$ cat src/rtl/irq_dbuf_pkg.sv
package irq_dbuf_pkg;

  typedef enum logic {
    HOLD_OPEN = 1'b0,
    HOLD_HELD = 1'b1
  } hold_e;

endpackage

$ cat src/rtl/irq_svc_flags.sv
module irq_svc_flags #(
  parameter int W     = 32,
  parameter int BIT_W = (W > 1) ? $clog2(W) : 1
) (
  input  logic             clk,
  input  logic             rst,
  input  logic             set_en_i,
  input  logic [BIT_W-1:0] set_bit_i,
  input  logic [W-1:0]     consume_i,
  output logic [W-1:0]     flag_o
);

  logic [W-1:0] set_vec;
  logic [W-1:0] flag_q;

  generate
    for (genvar i = 0; i < W; i++) begin : g_dec
      assign set_vec[i] = set_en_i && (set_bit_i == BIT_W'(i));
    end
  endgenerate

  always_ff @(posedge clk) begin
    if (rst) begin
      flag_q <= '0;
    end else begin
      flag_q <= (flag_q & ~consume_i) | set_vec;
    end
  end

  assign flag_o = flag_q;

  AST_SVC_SETS_FLAG: assert property (@(posedge clk) disable iff (rst)
    set_en_i |=> ((flag_q & $past(set_vec)) == $past(set_vec)));

  AST_CONSUME_DROPS_FLAG: assert property (@(posedge clk) disable iff (rst)
    (|(consume_i & ~set_vec)) |=> ((flag_q & $past(consume_i & ~set_vec)) == '0));

endmodule

$ cat src/rtl/irq_bank_store.sv
module irq_bank_store
  import irq_dbuf_pkg::*;
#(
  parameter int W = 32
) (
  input  logic         clk,
  input  logic         rst,
  input  logic [W-1:0] evt_i,
  input  logic         rd_i,
  input  logic [W-1:0] clr_req_i,
  input  logic [W-1:0] svc_flag_i,
  output logic [W-1:0] clr_eff_o,
  output logic [W-1:0] vis_o,
  output logic         pend_o
);

  logic [W-1:0] vis_q, vis_n;
  logic [W-1:0] shd_q, shd_n;
  hold_e        hold_q, hold_n;
  logic         pend_q;
  logic [W-1:0] clr_eff;
  logic [W-1:0] vis_cl;

  assign clr_eff = clr_req_i & svc_flag_i & vis_q;
  assign vis_cl  = vis_q & ~clr_eff;

  always_comb begin
    vis_n  = vis_q;
    shd_n  = shd_q;
    hold_n = hold_q;
    if (hold_q == HOLD_OPEN) begin
      if (rd_i && (|vis_cl)) begin
        hold_n = HOLD_HELD;
        vis_n  = vis_cl;
        shd_n  = evt_i;
      end else begin
        vis_n  = vis_cl | evt_i;
        shd_n  = '0;
      end
    end else begin
      if (vis_cl == '0) begin
        hold_n = HOLD_OPEN;
        vis_n  = shd_q | evt_i;
        shd_n  = '0;
      end else begin
        vis_n  = vis_cl;
        shd_n  = shd_q | evt_i;
      end
    end
  end

  always_ff @(posedge clk) begin
    if (rst) begin
      vis_q  <= '0;
      shd_q  <= '0;
      hold_q <= HOLD_OPEN;
      pend_q <= 1'b0;
    end else begin
      vis_q  <= vis_n;
      shd_q  <= shd_n;
      hold_q <= hold_n;
      pend_q <= |vis_n;
    end
  end

  assign clr_eff_o = clr_eff;
  assign vis_o     = vis_q;
  assign pend_o    = pend_q;

  AST_HELD_STABLE: assert property (@(posedge clk) disable iff (rst)
    (hold_q == HOLD_HELD && clr_eff == '0) |=> (vis_q == $past(vis_q)));

  AST_OPEN_SHADOW_EMPTY: assert property (@(posedge clk) disable iff (rst)
    (hold_q == HOLD_OPEN) |-> (shd_q == '0));

  AST_ZERO_READ_NO_HOLD: assert property (@(posedge clk) disable iff (rst)
    (hold_q == HOLD_OPEN && rd_i && vis_q == '0) |=> (hold_q == HOLD_OPEN));

  AST_UNSERVICED_KEEPS_HOLD: assert property (@(posedge clk) disable iff (rst)
    (hold_q == HOLD_HELD && (vis_q & ~svc_flag_i) != '0) |=> (hold_q == HOLD_HELD));

  AST_NONZERO_READ_HOLDS: assert property (@(posedge clk) disable iff (rst)
    (rd_i && clr_req_i == '0 && vis_q != '0) |=> (hold_q == HOLD_HELD));

  AST_HELD_NONEMPTY: assert property (@(posedge clk) disable iff (rst)
    (hold_q == HOLD_HELD) |-> (vis_q != '0));

endmodule

$ cat src/rtl/irq_dbuf_status.sv
module irq_dbuf_status #(
  parameter int NB     = 2,
  parameter int W      = 32,
  parameter int BANK_W = (NB > 1) ? $clog2(NB) : 1,
  parameter int BIT_W  = (W > 1) ? $clog2(W) : 1
) (
  input  logic              clk,
  input  logic              rst,
  input  logic [NB*W-1:0]   evt_i,
  input  logic              rd_en_i,
  input  logic [BANK_W-1:0] rd_bank_i,
  output logic [W-1:0]      rd_data_o,
  input  logic              wr_en_i,
  input  logic [BANK_W-1:0] wr_bank_i,
  input  logic [W-1:0]      wr_data_i,
  input  logic              svc_en_i,
  input  logic [BANK_W-1:0] svc_bank_i,
  input  logic [BIT_W-1:0]  svc_bit_i,
  output logic [NB-1:0]     pend_o
);

  logic [W-1:0] vis     [NB];
  logic [W-1:0] clr_eff [NB];
  logic [W-1:0] flags   [NB];
  logic [NB-1:0] pend_w;
  logic [W-1:0] rd_data_q;

  generate
    for (genvar b = 0; b < NB; b++) begin : g_bank
      logic         rd_hit;
      logic         svc_hit;
      logic [W-1:0] clr_req;

      assign rd_hit  = rd_en_i && (rd_bank_i == BANK_W'(b));
      assign svc_hit = svc_en_i && (svc_bank_i == BANK_W'(b));
      assign clr_req = (wr_en_i && (wr_bank_i == BANK_W'(b))) ? wr_data_i : '0;

      irq_svc_flags #(.W(W), .BIT_W(BIT_W)) u_flags (
        .clk       (clk),
        .rst       (rst),
        .set_en_i  (svc_hit),
        .set_bit_i (svc_bit_i),
        .consume_i (clr_eff[b]),
        .flag_o    (flags[b])
      );

      irq_bank_store #(.W(W)) u_store (
        .clk        (clk),
        .rst        (rst),
        .evt_i      (evt_i[b*W +: W]),
        .rd_i       (rd_hit),
        .clr_req_i  (clr_req),
        .svc_flag_i (flags[b]),
        .clr_eff_o  (clr_eff[b]),
        .vis_o      (vis[b]),
        .pend_o     (pend_w[b])
      );

      AST_PEND_MATCHES: assert property (@(posedge clk) disable iff (rst)
        pend_w[b] == (vis[b] != '0));

      AST_CLEAR_IDLE_BANK: assert property (@(posedge clk) disable iff (rst)
        (clr_req == '0) |-> (clr_eff[b] == '0));
    end
  endgenerate

  always_ff @(posedge clk) begin
    if (rst) begin
      rd_data_q <= '0;
    end else if (rd_en_i) begin
      rd_data_q <= vis[rd_bank_i];
    end
  end

  assign rd_data_o = rd_data_q;
  assign pend_o    = pend_w;

  AST_RESET_QUIET: assert property (@(posedge clk)
    $past(rst) |-> (pend_o == '0 && rd_data_o == '0));

endmodule

$ cat config.mk
export PLATFORM = sky130hd
export DESIGN_NAME = irq_dbuf_status
export DESIGN_NICKNAME = d
export VERILOG_FILES = /design/src/rtl/irq_dbuf_pkg.sv /design/src/rtl/irq_svc_flags.sv /design/src/rtl/irq_bank_store.sv /design/src/rtl/irq_dbuf_status.sv
export SDC_FILE = /design/constraint.sdc
export NUM_CORES = 1
export LEC_CHECK = 0
export BUFFER_PORTS_ARGS = -buffer_cell sky130_fd_sc_hd__buf_4
export CORE_ASPECT_RATIO = 1.4
export CORE_MARGIN = 1
export CORE_UTILIZATION = 57
export CTS_CLUSTER_SIZE = 12
export DETAILED_ROUTE_END_ITERATION = 7
export PLACE_DENSITY = 0.8
export SETUP_SLACK_MARGIN = 0.5
export SLEW_MARGIN = 20
export SYNTH_ARGS = -nofsm -noshare
export SYNTH_HDL_FRONTEND = slang
export SYNTH_SLANG_ARGS = --single-unit
$ cat constraint.sdc
create_clock -name clk -period 3.13 [get_ports clk]
set_input_delay 0.1565 -clock clk [delete_from_list [all_inputs] [get_ports clk]]
set_output_delay 0.1565 -clock clk [all_outputs]
set_load 0.1 [all_outputs]
# Word level (Yosys, flattened, before mapping)
# Cells that the tools add are included.
dict set report word_totals {
  reg_bits 228
  output_inout_bits 34
}
dict set report op_classes {
  order_cmp 1
  n_eq_ne 31
  mux 23
  bitwise 20
  reduce_logical 79
}
# operator n
set op_table {}
lappend op_table {{two-way mux 32 bit} 17}
lappend op_table {{AND 32 bit} 8}
lappend op_table {{OR 32 bit} 6}
lappend op_table {{OR reduction 32 bit} 4}
lappend op_table {{== test 5 bit, second input constant} 16}
lappend op_table {{logical AND 1 bit} 72}
lappend op_table {{zero test 32 bit} 2}
lappend op_table {{NOT 32 bit} 2}
lappend op_table {{== test 5 x 4 -> 1 bit, second input constant} 8}
lappend op_table {{== test 5 x 3 -> 1 bit, second input constant} 4}
lappend op_table {{== test 5 x 2 -> 1 bit, second input constant} 2}
lappend op_table {{two-way mux 1 bit} 6}
lappend op_table {{== test 5 x 1 -> 1 bit, second input constant} 1}
lappend op_table {{zero test 5 bit} 1}
lappend op_table {{NOT 1 bit} 3}
lappend op_table {{greater-or-equal comparator 2 bit, second input constant} 1}
lappend op_table {{NOT 1 -> 2 bit} 1}

# Longest topological paths before layout
dict set report depth {
  depth_word 12
  ltp_mapped 14
  depth_no_buf 9
}

# Modules after synthesis
# From an unflattened synthesis, not the netlist that was laid out.
dict set report hier_totals {
  hier_cells 1110
  area_unflattened_um2 10027.1
}
# mod n_inst cells_each area_each_um2 seq_area_each_um2
set by_module_without_submodules {}
lappend by_module_without_submodules {irq_bank_store 2 329 2831.5 1321.3}
lappend by_module_without_submodules {irq_svc_flags 2 116 1229.9 640.6}
lappend by_module_without_submodules {irq_dbuf_status 1 220 1904.3 640.6}

# Least setup slack after synthesis
# OpenSTA, ideal clock, no wires.
dict set report synth_path {
  path_kind {reg2reg}
  start {register g_bank[0].u_flags.flag_q[28]}
  end {register g_bank[0].u_store.pend_q}
  setup_ps 74
  arrival_ps 2526
  setup_slack_ps 529
  path_stages_with_launch 11
  path_buffers 1
  path_cell_list {dfxtp_1 -> nand4b_1 -> a22o_1 -> or4_1 -> or4_4 -> o22ai_4 -> buf_6 -> a222oi_1 -> and4_1 -> and4_1 -> a31oi_1}
}
dict set report synth_via {
  elab_chain_cells 9
  elab_cells_between_ends 12
  classes_between {3 x mux; 5 x bitwise; 4 x reduce/logical}
}
# item line_no
set synth_rtl {}
lappend synth_rtl {{from (decl)} irq_svc_flags.sv:14} ;# logic [W-1:0] flag_q;
lappend synth_rtl {{from (signal assigned)} irq_svc_flags.sv:26} ;# flag_q <= (flag_q & ~consume_i) | set_vec;
lappend synth_rtl {{AND 32 bit * (2 in a row)} irq_bank_store.sv:24} ;# assign clr_eff = clr_req_i & svc_flag_i & vis_q;
lappend synth_rtl {{NOT 32 bit *} irq_bank_store.sv:25} ;# assign vis_cl = vis_q & ~clr_eff;
lappend synth_rtl {{AND 32 bit *} irq_bank_store.sv:25}
lappend synth_rtl {{OR reduction 32 bit} irq_bank_store.sv:32} ;# if (rd_i && (|vis_cl)) begin
lappend synth_rtl {{logical AND 1 bit} irq_bank_store.sv:32}
lappend synth_rtl {{two-way mux 32 bit} irq_bank_store.sv:32}
lappend synth_rtl {{two-way mux 32 bit *} irq_bank_store.sv:31} ;# if (hold_q == HOLD_OPEN) begin
lappend synth_rtl {{OR reduction 32 bit *} irq_bank_store.sv:62} ;# pend_q <= |vis_n;
lappend synth_rtl {{to (signal assigned)} irq_bank_store.sv:62}
lappend synth_rtl {{to (decl)} irq_bank_store.sv:20} ;# logic pend_q;
# Mark *: on every way between the ends. The rest lies on a longest branch, timed or not.
# A chain may end at the register's enable or synchronous reset.

# Final worst setup path
# Same ends and word-level chain as after synthesis.

==> results.md <==
- Status: finished with violations
- Failing checks: design-rule violations
- Fmax: 0.343 GHz
- Vias per std cell: 6.68
- Clock Skew: 0.0183 ns
- Crit path max fanout: 19
- Detailed-placement wirelength estimate: 24,700 um
- Post-route setup slack: 0.212 ns
- Largest net degree at the start of global routing: 97
- Distinct cells, synth: 46
- Slew @ Worst Pin: 1.03 ns
- I/O pins: 143
- HP Start: wr_data_i[6]
- Via Count: 9,999
- Kind of cell adding the most delay to the critical path: simple AND/OR/NAND/NOR gates
- Commonest cells in the netlist: nor2_1 (239), dfxtp_1 (228), a22oi_1 (111)
- Total power: 6.88 mW
- FILL cells: 1,199
- Wire length per cell: 23.1 um
- Worst slack, placed: 0.135 ns
- Core Rows: 55
- Top cells by area, synth: dfxtp_1 (47%), nor2_1 (9.3%), a22oi_1 (8.7%)
- Yosys top cell area share: 47.4%
- Clock latency on the worst-skew pair: 0.52 ns
- Max_cap viols: 0
- Layout cells sized above 1: 16.9%
- Number of synthesized flops with an enable pin: 0
- TritonCTS clock tree: yes
- Setup Crit Path Kind: reg2reg
- Crit-path cells: nand4b_1 > a22o_1 > or4_1 > or4_4 > o22ai_4 > buf_12 > a222oi_1 > and4_1 > and4_1 > a31oi_1
- Final setup fails: 0
- Cells after Synth: 1,111
- DRC Markers: 8
- Placer Congestion: 0.971
- Power Density: 564 nW/um^2
- Clock Pin Slew Worst Setup and Hold Paths: 0.06 ns
- Post-route ant nets: 0
- Setup TNS: 0 ns
- Placed cell count: 1,400
- Crit-path most repeated cell: and4_1
- Global route overflow: 0
- H-tree Lvls: 1
- Final #Nets: 1,401
- CP Buf/Inv Count: 1
- Leakage Power: 4.72 nW
- Worst hold path type: in2reg
- Top FF cell, synth: dfxtp_1
- Initial antenna violation count: 0
- Vias in the first global route: 9,490
- TritonCTS Buffers: 23
- First-pass GRT wire length: 52,600 um
- Slew HR: 30.8%
- Slowest cell on crit path: or4_1
- Syn. warnings: 0
- Syn avg cell area: 8.66 um^2
- Antenna fix cells: 0
- Worst Path Required: 3.56 ns
- Seq/Total Area, Yosys: 47.4%
- First-pass DRT Iterations: 8
- Die Span Y: 156 um
- Clk sink count: 228
- RSZ-0062 raised after global routing: true
- Syn-to-layout area delta: 26.9%
- Setup crit end kind: register
- Area leader, netlist: dfxtp_1
- Initial Util: 59.0%
- Mapped Area: 9630 um^2
- Core area: 16,300 um^2
- Die width: 112 um
- Initial DRC count: 1,623
- Startpoint types: register
- Max-slew violation count: 0
- Minimum clock period: 2.92 ns
- Final WL: 34,500 um
- Max IR drop VDD: 0.465 mV
- Min Hold Slack: 0.00116 ns
- Most common cell in the synthesized netlist: nor2_1
- CP Data Arrival Time: 3.35 ns
- Die ar.: 17,400 um^2
- #FFs+latches synth: 228
- CTS root buf: clkbuf_16
- Final Non-Filler Cells: 1,497
- Critical Path Max Stage Delay: 0.55 ns
- Syn nets: 1,220
- Critical path origin: g_bank[0].u_flags.flag_o[28]
- CTS max path bufs: 3
- GR Util All Layers: 39.0%
- Reg-to-reg startpoint: g_bank[0].u_flags.flag_o[28]
- Final Cycle Share: 93.2%
- Synth async-reset ratio: 0%
- Input/output buffers: 142
- Final Hold Fails: 0
layout by cell type, fill, tap and decap left out, types with 23 or more instances in the layout:
master,synthesis,layout
a222oi_1,29,29
dlygate4sd3_1,0,66
nand4_1,35,35
nand2_1,29,29
a211oi_1,32,32
nor2_1,239,238
nand4b_1,26,26
clkbuf_16,0,23
mux2i_1,32,32
buf_4,9,170
nand3_1,70,70
a21oi_1,72,72
dfxtp_1,228,228
a22oi_1,111,111
worst paths after layout:
kind	end	slack (ns)	cells past startpoint
min	g_bank[1].u_flags.flag_o[6]	0.001	4
max	g_bank[0].u_store.pend_o	0.21	10
max reg2reg	g_bank[0].u_store.pend_o	0.21	10
min reg2reg	rd_data_o[8]	0.49	2
metrics by stage:
stage               util [%]  area, um^2
floorplan                  -        9630
global placement        66.7       10900
detailed placement      66.8       10900
CTS                     74.8       12200
global route            74.9       12200
finish                  74.9       12200
cells by family after synthesis:
family,count (synthesis),share of synthesized area [%]
simple gates,457,22.8
mux,32,3.33
flops,228,47.4
buf+inv,95,4.45
compound gates,299,22.0
per-layer routing:
metal / part of all wire [%] / routed length, um / vias to the layer above / global-route usage, %
li1: - / - / 4495 / -
met1: 35 / 12100 / 4646 / 44.8
met2: 46 / 15800 / 683 / 63.2
met3: 9.6 / 3320 / 175 / 5.56
met4: 9.8 / 3400 / 0 / 35.1
met5: 0 / 0 / - / 0
report_power, final:
group	internal, mW	switching (mW)	total (mW)
Combinational	0.431	0.745	1.18
Clock	1.39	1.11	2.50
Sequential	3.05	0.159	3.21
area by class of cell:
class | instances | area [um^2] | share of cell area [%]
Timing Repair Buffer | 244 | 2070 | 16.9
Inverter | 7 | 26.3 | 0.215
Clock inverter | 2 | 13.8 | 0.113
Multi-Input combinational cell | 788 | 4670 | 38.2
Tap cell | 199 | 249 | 2.04
Clock buffer | 29 | 628 | 5.14
Sequential cell | 228 | 4560 | 37.4
timing repair:
item	4_1_cts	5_1_grt
gates resized for setup	2	6
hold buffers	66	0
endpoints found under the hold margin	96	0
pin swaps	0	3
setup buffers	0	0
setup endpoints to repair	20	85
state kept, by name, summed over array words and instances (netlist names):
register,count
g_bank.u_flags.flag_o,64
rd_data_o,32
g_bank.u_store.pend_o,2
g_bank.u_store.hold_q,2
g_bank.u_store.shd_q,64
g_bank.u_store.vis_o,64
worst register-to-register path, cell delays in order (launching register included):
cell and delay (ns):
dfxtp_1 0.33, nand4b_1 0.14, a22o_1 0.28, or4_1 0.55, or4_4 0.48, o22ai_4 0.19, buf_12 0.17, a222oi_1 0.10
and4_1 0.23, and4_1 0.23, a31oi_1 0.15
Note: power is estimated with default switching activity, not from simulation.
